File: src/rtl/mdm_pkg.sv
// Package: shared constants and the control-register layout for the modem
// handshake block. Assumes an 8-bit host data bus.
package mdm_pkg;
    localparam int NUM_LINES = 4;
    localparam int LN_CTS    = 0;
    localparam int LN_DSR    = 1;
    localparam int LN_RI     = 2;
    localparam int LN_CD     = 3;
    localparam int DATA_W    = 8;
    localparam int ADDR_W    = 3;
    localparam logic [ADDR_W-1:0] CTRL_ADDR = 3'd4;
    localparam logic [ADDR_W-1:0] STAT_ADDR = 3'd6;

    // Control register, packed so that dtr sits at bit 0 and loop at bit 4
    typedef struct packed {
        logic loop;
        logic out_en;
        logic ri_lb;
        logic rts;
        logic dtr;
    } ctrl_t;
    localparam int CTRL_W = $bits(ctrl_t);
endpackage

File: src/rtl/mdm_sync.sv
// Module: multi-stage synchronizer for a vector of asynchronous active-low
// pins. Every stage resets to all ones, the idle level of the pins, so leaving
// reset creates no false change. Assumes each bit is synchronized on its own.
module mdm_sync #(
    parameter int W      = 4,
    parameter int STAGES = 2
) (
    input  logic         clk,
    input  logic         rst_n,
    input  logic [W-1:0] din,
    output logic [W-1:0] dout
);
    logic [W-1:0] stg [STAGES];

    // First stage samples the raw pins
    always_ff @(posedge clk) begin
        if (!rst_n) stg[0] <= '1;
        else        stg[0] <= din;
    end

    for (genvar k = 1; k < STAGES; k++) begin : g_stage
        // Later stages shift the sample along
        always_ff @(posedge clk) begin
            if (!rst_n) stg[k] <= '1;
            else        stg[k] <= stg[k-1];
        end
    end

    assign dout = stg[STAGES-1];
endmodule

File: src/rtl/mdm_status.sv
// Module: change detection and sticky flags for the four handshake levels.
// The input is the effective active-high level of each line, from pins or
// from loopback. Assumes line order CTS, DSR, RI, CD at indices 0..3.
module mdm_status
    import mdm_pkg::*;
(
    input  logic                 clk,
    input  logic                 rst_n,
    input  logic                 rd_clr,
    input  logic [NUM_LINES-1:0] lvl,
    output logic [NUM_LINES-1:0] flags
);
    logic [NUM_LINES-1:0] prev;
    logic [NUM_LINES-1:0] chg;
    logic [NUM_LINES-1:0] set_now;

    // Work out which flags this cycle's levels raise
    always_comb begin
        chg              = lvl ^ prev;
        set_now          = chg;
        set_now[LN_RI]   = prev[LN_RI] & ~lvl[LN_RI];
    end

    // Remember the last level seen on each line
    always_ff @(posedge clk) begin
        if (!rst_n) prev <= '0;
        else        prev <= lvl;
    end

    // Sticky flags: a read clears them, a change in the same cycle still sets
    always_ff @(posedge clk) begin
        if (!rst_n)      flags <= '0;
        else if (rd_clr) flags <= set_now;
        else             flags <= flags | set_now;
    end

    AST_FLAG_STICKY: assert property (@(posedge clk) disable iff (!rst_n)
        !rd_clr |=> ((flags & $past(flags)) == $past(flags)));
    AST_READ_CLEARS: assert property (@(posedge clk) disable iff (!rst_n)
        (rd_clr && (set_now == '0)) |=> (flags == '0));
    AST_RI_EDGE_ONLY: assert property (@(posedge clk) disable iff (!rst_n)
        $rose(flags[LN_RI]) |-> ($past(prev[LN_RI]) && !prev[LN_RI]));
endmodule

File: src/rtl/mdm_ctrl.sv
// Module: control register and the output pins it drives. Writes load bits
// 4:0 and ignore the upper bits. Assumes the caller decodes the address.
module mdm_ctrl
    import mdm_pkg::*;
(
    input  logic              clk,
    input  logic              rst_n,
    input  logic              wr_en,
    input  logic [DATA_W-1:0] wdata,
    input  logic              auto_rts_en,
    input  logic              rx_thresh_hit,
    output ctrl_t             ctrl,
    output logic              dtr_n,
    output logic              rts_n,
    output logic              aux_out_n,
    output logic              irq_oe
);
    // Hold the control bits
    always_ff @(posedge clk) begin
        if (!rst_n)     ctrl <= '0;
        else if (wr_en) ctrl <= ctrl_t'(wdata[CTRL_W-1:0]);
    end

    // Derive the pin levels; loopback parks both handshake outputs inactive
    always_comb begin
        dtr_n     = ~(ctrl.dtr & ~ctrl.loop);
        rts_n     = ~(ctrl.rts & ~ctrl.loop & ~(auto_rts_en & rx_thresh_hit));
        aux_out_n = ~ctrl.out_en;
        irq_oe    = ctrl.out_en;
    end

    AST_LOOP_PARKS: assert property (@(posedge clk) disable iff (!rst_n)
        $rose(ctrl.loop) |-> (dtr_n && rts_n));
    AST_OP_VS_OE: assert property (@(posedge clk) disable iff (!rst_n)
        aux_out_n != irq_oe);
    AST_AUTO_RTS: assert property (@(posedge clk) disable iff (!rst_n)
        (auto_rts_en && rx_thresh_hit) |-> rts_n);
endmodule

File: src/rtl/modem_ctl_status.sv
// Module: top of the modem handshake slice. Synchronizes the pins, selects
// pin or loopback levels, decodes the host strobes and forms the interrupt
// request. Assumes single-cycle strobes and read data taken in the same cycle.
module modem_ctl_status
    import mdm_pkg::*;
(
    input  logic              clk,
    input  logic              rst_n,
    input  logic              bus_wr,
    input  logic              bus_rd,
    input  logic [ADDR_W-1:0] bus_addr,
    input  logic [DATA_W-1:0] bus_wdata,
    output logic [DATA_W-1:0] bus_rdata,
    input  logic              cts_n,
    input  logic              dsr_n,
    input  logic              ri_n,
    input  logic              cd_n,
    input  logic              msi_en,
    input  logic              auto_cts_en,
    input  logic              auto_rts_en,
    input  logic              rx_thresh_hit,
    output logic              dtr_n,
    output logic              rts_n,
    output logic              aux_out_n,
    output logic              irq_oe,
    output logic              msi_req
);
    ctrl_t                ctrl;
    logic [NUM_LINES-1:0] pin_raw_n;
    logic [NUM_LINES-1:0] pin_sync_n;
    logic [NUM_LINES-1:0] lb_lvl;
    logic [NUM_LINES-1:0] lvl;
    logic [NUM_LINES-1:0] flags;
    logic                 wr_ctrl;
    logic                 rd_stat;

    assign pin_raw_n = {cd_n, ri_n, dsr_n, cts_n};
    assign wr_ctrl   = bus_wr && (bus_addr == CTRL_ADDR);
    assign rd_stat   = bus_rd && (bus_addr == STAT_ADDR);

    mdm_sync #(.W(NUM_LINES), .STAGES(2)) u_sync (
        .clk   (clk),
        .rst_n (rst_n),
        .din   (pin_raw_n),
        .dout  (pin_sync_n)
    );

    mdm_ctrl u_ctrl (
        .clk           (clk),
        .rst_n         (rst_n),
        .wr_en         (wr_ctrl),
        .wdata         (bus_wdata),
        .auto_rts_en   (auto_rts_en),
        .rx_thresh_hit (rx_thresh_hit),
        .ctrl          (ctrl),
        .dtr_n         (dtr_n),
        .rts_n         (rts_n),
        .aux_out_n     (aux_out_n),
        .irq_oe        (irq_oe)
    );

    // Pick the line levels: pins normally, control bits in loopback
    always_comb begin
        lb_lvl         = '0;
        lb_lvl[LN_CTS] = ctrl.rts;
        lb_lvl[LN_DSR] = ctrl.dtr;
        lb_lvl[LN_RI]  = ctrl.ri_lb;
        lb_lvl[LN_CD]  = ctrl.out_en;
        lvl            = ctrl.loop ? lb_lvl : ~pin_sync_n;
    end

    mdm_status u_status (
        .clk    (clk),
        .rst_n  (rst_n),
        .rd_clr (rd_stat),
        .lvl    (lvl),
        .flags  (flags)
    );

    // Read mux for the two registers
    always_comb begin
        bus_rdata = '0;
        if (bus_rd) begin
            if (bus_addr == CTRL_ADDR)      bus_rdata = {{(DATA_W-CTRL_W){1'b0}}, ctrl};
            else if (bus_addr == STAT_ADDR) bus_rdata = {lvl, flags};
        end
    end

    // Interrupt request; a CTS flag is masked while automatic CTS is on
    always_comb begin
        msi_req = msi_en & (flags[LN_DSR] | flags[LN_RI] | flags[LN_CD]
                          | (flags[LN_CTS] & ~auto_cts_en));
    end

    AST_MSI_CTS_MASK: assert property (@(posedge clk) disable iff (!rst_n)
        (auto_cts_en && msi_req) |-> (flags[LN_DSR] | flags[LN_RI] | flags[LN_CD]));
    AST_MSI_NEEDS_EN: assert property (@(posedge clk) disable iff (!rst_n)
        msi_req |-> msi_en);
endmodule

File: config.mk
export PLATFORM = sky130hd
export DESIGN_NAME = modem_ctl_status
export DESIGN_NICKNAME = d
export VERILOG_FILES = /design/src/rtl/mdm_pkg.sv /design/src/rtl/mdm_sync.sv /design/src/rtl/mdm_status.sv /design/src/rtl/mdm_ctrl.sv /design/src/rtl/modem_ctl_status.sv
export SDC_FILE = /design/constraint.sdc
export NUM_CORES = 1
export LEC_CHECK = 0
export BUFFER_PORTS_ARGS = -buffer_cell sky130_fd_sc_hd__buf_2
export CAP_MARGIN = 10
export CELL_PAD_IN_SITES_DETAIL_PLACEMENT = 1
export CELL_PAD_IN_SITES_GLOBAL_PLACEMENT = 1
export CORE_MARGIN = 3
export CORE_UTILIZATION = 37
export DETAILED_ROUTE_END_ITERATION = 12
export HOLD_SLACK_MARGIN = 0.08
export PLACE_DENSITY_LB_ADDON = 0.1
export SYNTH_ARGS = -nofsm -noshare
export SYNTH_HDL_FRONTEND = slang
export SYNTH_SLANG_ARGS = --single-unit
File: constraint.sdc
create_clock -name clk -period 2.55 [get_ports clk]
set_input_delay 0.3825 -clock clk [delete_from_list [all_inputs] [get_ports clk]]
set_output_delay 0.3825 -clock clk [all_outputs]
set_load 0.02 [all_outputs]
==> out/summary.log <==
[hold_path] end point of the worst hold path u_sync.stg[0][3]$_SDFF_PN1_
[layout] fraction of layout cells with a size suffix above 1 31.2%
[pwr] Clock power frac 27.3%
[clock_network] post-CTS resize count 0
[timing] Sum Neg Setup Slack 0 ps
[clock_network] TritonCTS Buffers 3
[floorplan] number of placement rows 17
[flow_run] number of max-cap violations 0
[yosys] area of the mapped netlist 927 um^2
[timing] clock period minus worst slack 1910 ps
[clock_network] buffers inserted by post-CTS timing repair 0
[pwr] Flop pwr share 60.6%
[pwr] P_leak 0.000489 uW
[clock_network] number of H-tree levels 1
[clock_network] register clock-pin slew on the reported worst setup and hold paths 110 ps
[clock_network] Sinks on Clock Net 21
[floorplan] core box area 2300 um^2
[pwr] net switching share of the total power 24.3%
[worst_setup_path] element type at the critical path end output port
[pwr] total power 579 uW
[floorplan] height of the die 56.1 um
[yosys] register bit count reported by yosys 21
[timing] final count of negative-setup-slack endpoints 0
[global_routing] Congestion Overflow GR 0
[run_status] result of the run complete, no violations
[yosys] main flop type after synthesis sky130_fd_sc_hd__dfxtp_1
[timing] clock skew 3.85 ps
[pwr] Switch Pwr 140 uW
[worst_setup_path] critical setup path kind reg2out
[timing] pin slew with the least headroom to its limit 587 ps
[worst_setup_path] FF-to-FF End u_status.flags[1]$_SDFF_PN0_
[worst_setup_path] Register-to-Register Path Depth 3
[worst_setup_path] CP required 2170 ps
[global_routing] number of antenna violations at the first check in global routing 0
[worst_setup_path] nature of the critical path startpoint flip-flop
[hold_path] worst hold stages 2
[drt] DRC violation total after the first TritonRoute iteration 20
[yosys] cell with the most instances after synthesis sky130_fd_sc_hd__dfxtp_1
[pwr] combinational power share 12.1%
[floorplan] Die Area 3140 um^2
[worst_setup_path] origin of the critical flop-to-flop path u_ctrl.ctrl[4]$_SDFFE_PN0P_
[placement] worst slack at placement 865 ps
[worst_setup_path] Crit Path Max Fanout 11
[yosys] Synth top cells by count 21 x sky130_fd_sc_hd__dfxtp_1, 12 x sky130_fd_sc_hd__nand2b_1, 11 x sky130_fd_sc_hd__nor2_1
[placement] RePlAce Congestion 0.812
[timing] RSZ-0062 raised after global routing false
[yosys] synth warn 0
[pwr] largest voltage drop on the vdd net 0.311 mV
[clock_network] number of buffers inserted by hold repair at cts 0
[hold_path] hold crit path type in2reg
[timing] final critical-path share of the clock period 75.0%
[drt] DRC violations left 0
[yosys] sequential element share of the synthesized area 45.3%
[layout] Filler Cell Count 280
[placement] dpl hpwl 1500 um
[global_routing] global-route wire length before repair 3330 um
[yosys] post-synth net total 117
[floorplan] horizontal die dimension 56.1 um
[yosys] Synth top area share 45.3%
[drt] post-DR wirelength/cell 12.7 um
[global_routing] combined global-route utilization of all metal layers 13.3%
[placement] port bufs 32
[drt] aggregate routed wire length 1950 um
[hold_path] hold wc startpoint cd_n
[clock_network] clock root buffer sky130_fd_sc_hd__clkbuf_4
[pwr] Cell Int Power 438 uW
[pwr] ratio of total power to cell area 523 nW/um^2
[placement] Placed Cells 149
[layout] area growth from synthesis to layout 19.4%
[yosys] number of distinct standard cells referenced by the synthesized netlist 23
[yosys] cells taking the most area after synthesis sky130_fd_sc_hd__dfxtp_1 45%, sky130_fd_sc_hd__mux2i_1 11%, sky130_fd_sc_hd__nand2b_1 8.1%
[worst_setup_path] arrival time of the worst setup path 1530 ps
[yosys] top cell type by total area after synthesis sky130_fd_sc_hd__dfxtp_1
[timing] fin worst setup slack 638 ps
[clock_network] number of buffers on the longest clock path 2
[drt] count of nets left with antenna violations after detail routing 0
[worst_setup_path] reg-to-reg slack, setup 1270 ps
[global_routing] via count of the first global-routing pass 724
[global_routing] pin count of the biggest net entering global routing 13
[timing] Final Slew Violations 0
[layout] final net count 149
[yosys] average cell area after synthesis 9.86 um^2
[timing] highest achievable clock rate 523 MHz
[clock_network] TritonCTS clock tree yes
[layout] number of inserted diodes 0
[timing] Slew headroom 60.8%
[yosys] number of enable flip-flop cells after synthesis 0
[yosys] Gate Count Post-Synth 94
[clock_network] clock network latency to the later pin of the worst-skew pair 300 ps
[drt] routed vias/inst 4.82
[yosys] proportion of register bits with asynchronous set or reset after synthesis 0%
[drt] total iterations of the first detailed-routing run 4
[drt] DR vias 738
[floorplan] number of I/O pins 36
[floorplan] Initial Util 40.4%
[layout] final standard cell count with taps included and fillers excluded 153
[timing] final count of hold timing violations 0
[worst max-delay path, stage by stage (launching register included)]
cell and delay, ps:
sky130_fd_sc_hd__dfxtp_1 580, sky130_fd_sc_hd__nand2b_1 220, sky130_fd_sc_hd__nand3_1 110, sky130_fd_sc_hd__a21oi_1 140, sky130_fd_sc_hd__buf_2 180
[cell type report]
| cell class | instances | area [um^2] | area share, % |
|---|---|---|---|
| multi-input combinational | 65 | 454 | 41.0 |
| sequential | 21 | 420 | 38.0 |
| timing repair buffer | 32 | 160 | 14.5 |
| tap | 28 | 35.0 | 3.16 |
| clock buffer | 4 | 26.3 | 2.37 |
| inverter | 3 | 11.3 | 1.02 |
[sequential cells by signal, indices dropped and copies added (netlist names)]
name / flops
u_status.prev: 4
u_status.flags: 4
u_ctrl.ctrl: 4
u_sync.stg: 8
u_ctrl.irq_oe: 1
[how the worst max path moves through the flow]
stage	slack, ps	end	start	depth (start not counted)
after detailed placement	870	bus_rdata[5]	bus_addr[1]	4
after CTS	600	bus_rdata[4]	u_ctrl.ctrl[4]$_SDFFE_PN0P_	4
after floorplan	950	bus_rdata[5]	bus_addr[1]	3
after global routing	490	bus_rdata[4]	u_ctrl.ctrl[4]$_SDFFE_PN0P_	4
final	640	bus_rdata[4]	u_ctrl.ctrl[4]$_SDFFE_PN0P_	4
after global placement	850	bus_rdata[5]	bus_addr[1]	4
[cell families (layout without fill, tap and decap cells)]
group	Yosys count	count (layout)	synth area share (%)
mux	10	10	10.8
compound gates	9	9	6.88
buf+inv	8	39	5.67
flops	21	21	45.3
simple gates	46	46	31.3
[placed cells by master (no fill, tap or decap), drive strengths merged]
cell type / instances
or3: 2
nor4bb: 1
nor3: 4
and3: 2
nor2b: 5
clkbuf: 4
a31oi: 3
a21bo: 1
nand4b: 1
buf: 32
nor2: 11
dfxtp: 21
o41a: 1
nand3b: 3
mux2i: 10
nand2: 4
inv: 3
a31o: 1
o21ai: 2
nand2b: 12
a21oi: 1
nand3: 1
[power by group through the flow]
stage                     combinational, uW  clock, uW  sequential, uW
after floorplan                        48.3          0             356
after global placement                 68.7          0             358
after detailed placement               70.8          0             359
after CTS                              71.1        166             351
after global routing                   78.5        182             353
final                                  69.8        158             351
[metal layers]
layer	track usage, %	routed length [um]	up-vias
li1	-	-	380
met1	16.6	948	327
met2	20.5	831	29
met3	4.41	152	2
met4	6.10	16	0
met5	0	0	-
[stage by stage]
step	util (%)	hold slack (ps)	cell area, um^2
after floorplan	-	386	927
after global placement	47.1	390	1080
after detailed placement	47.1	397	1080
after CTS	48.2	242	1110
after global routing	48.2	234	1110
final	48.2	250	1110
Note: power is estimated with default switching activity, not from simulation.
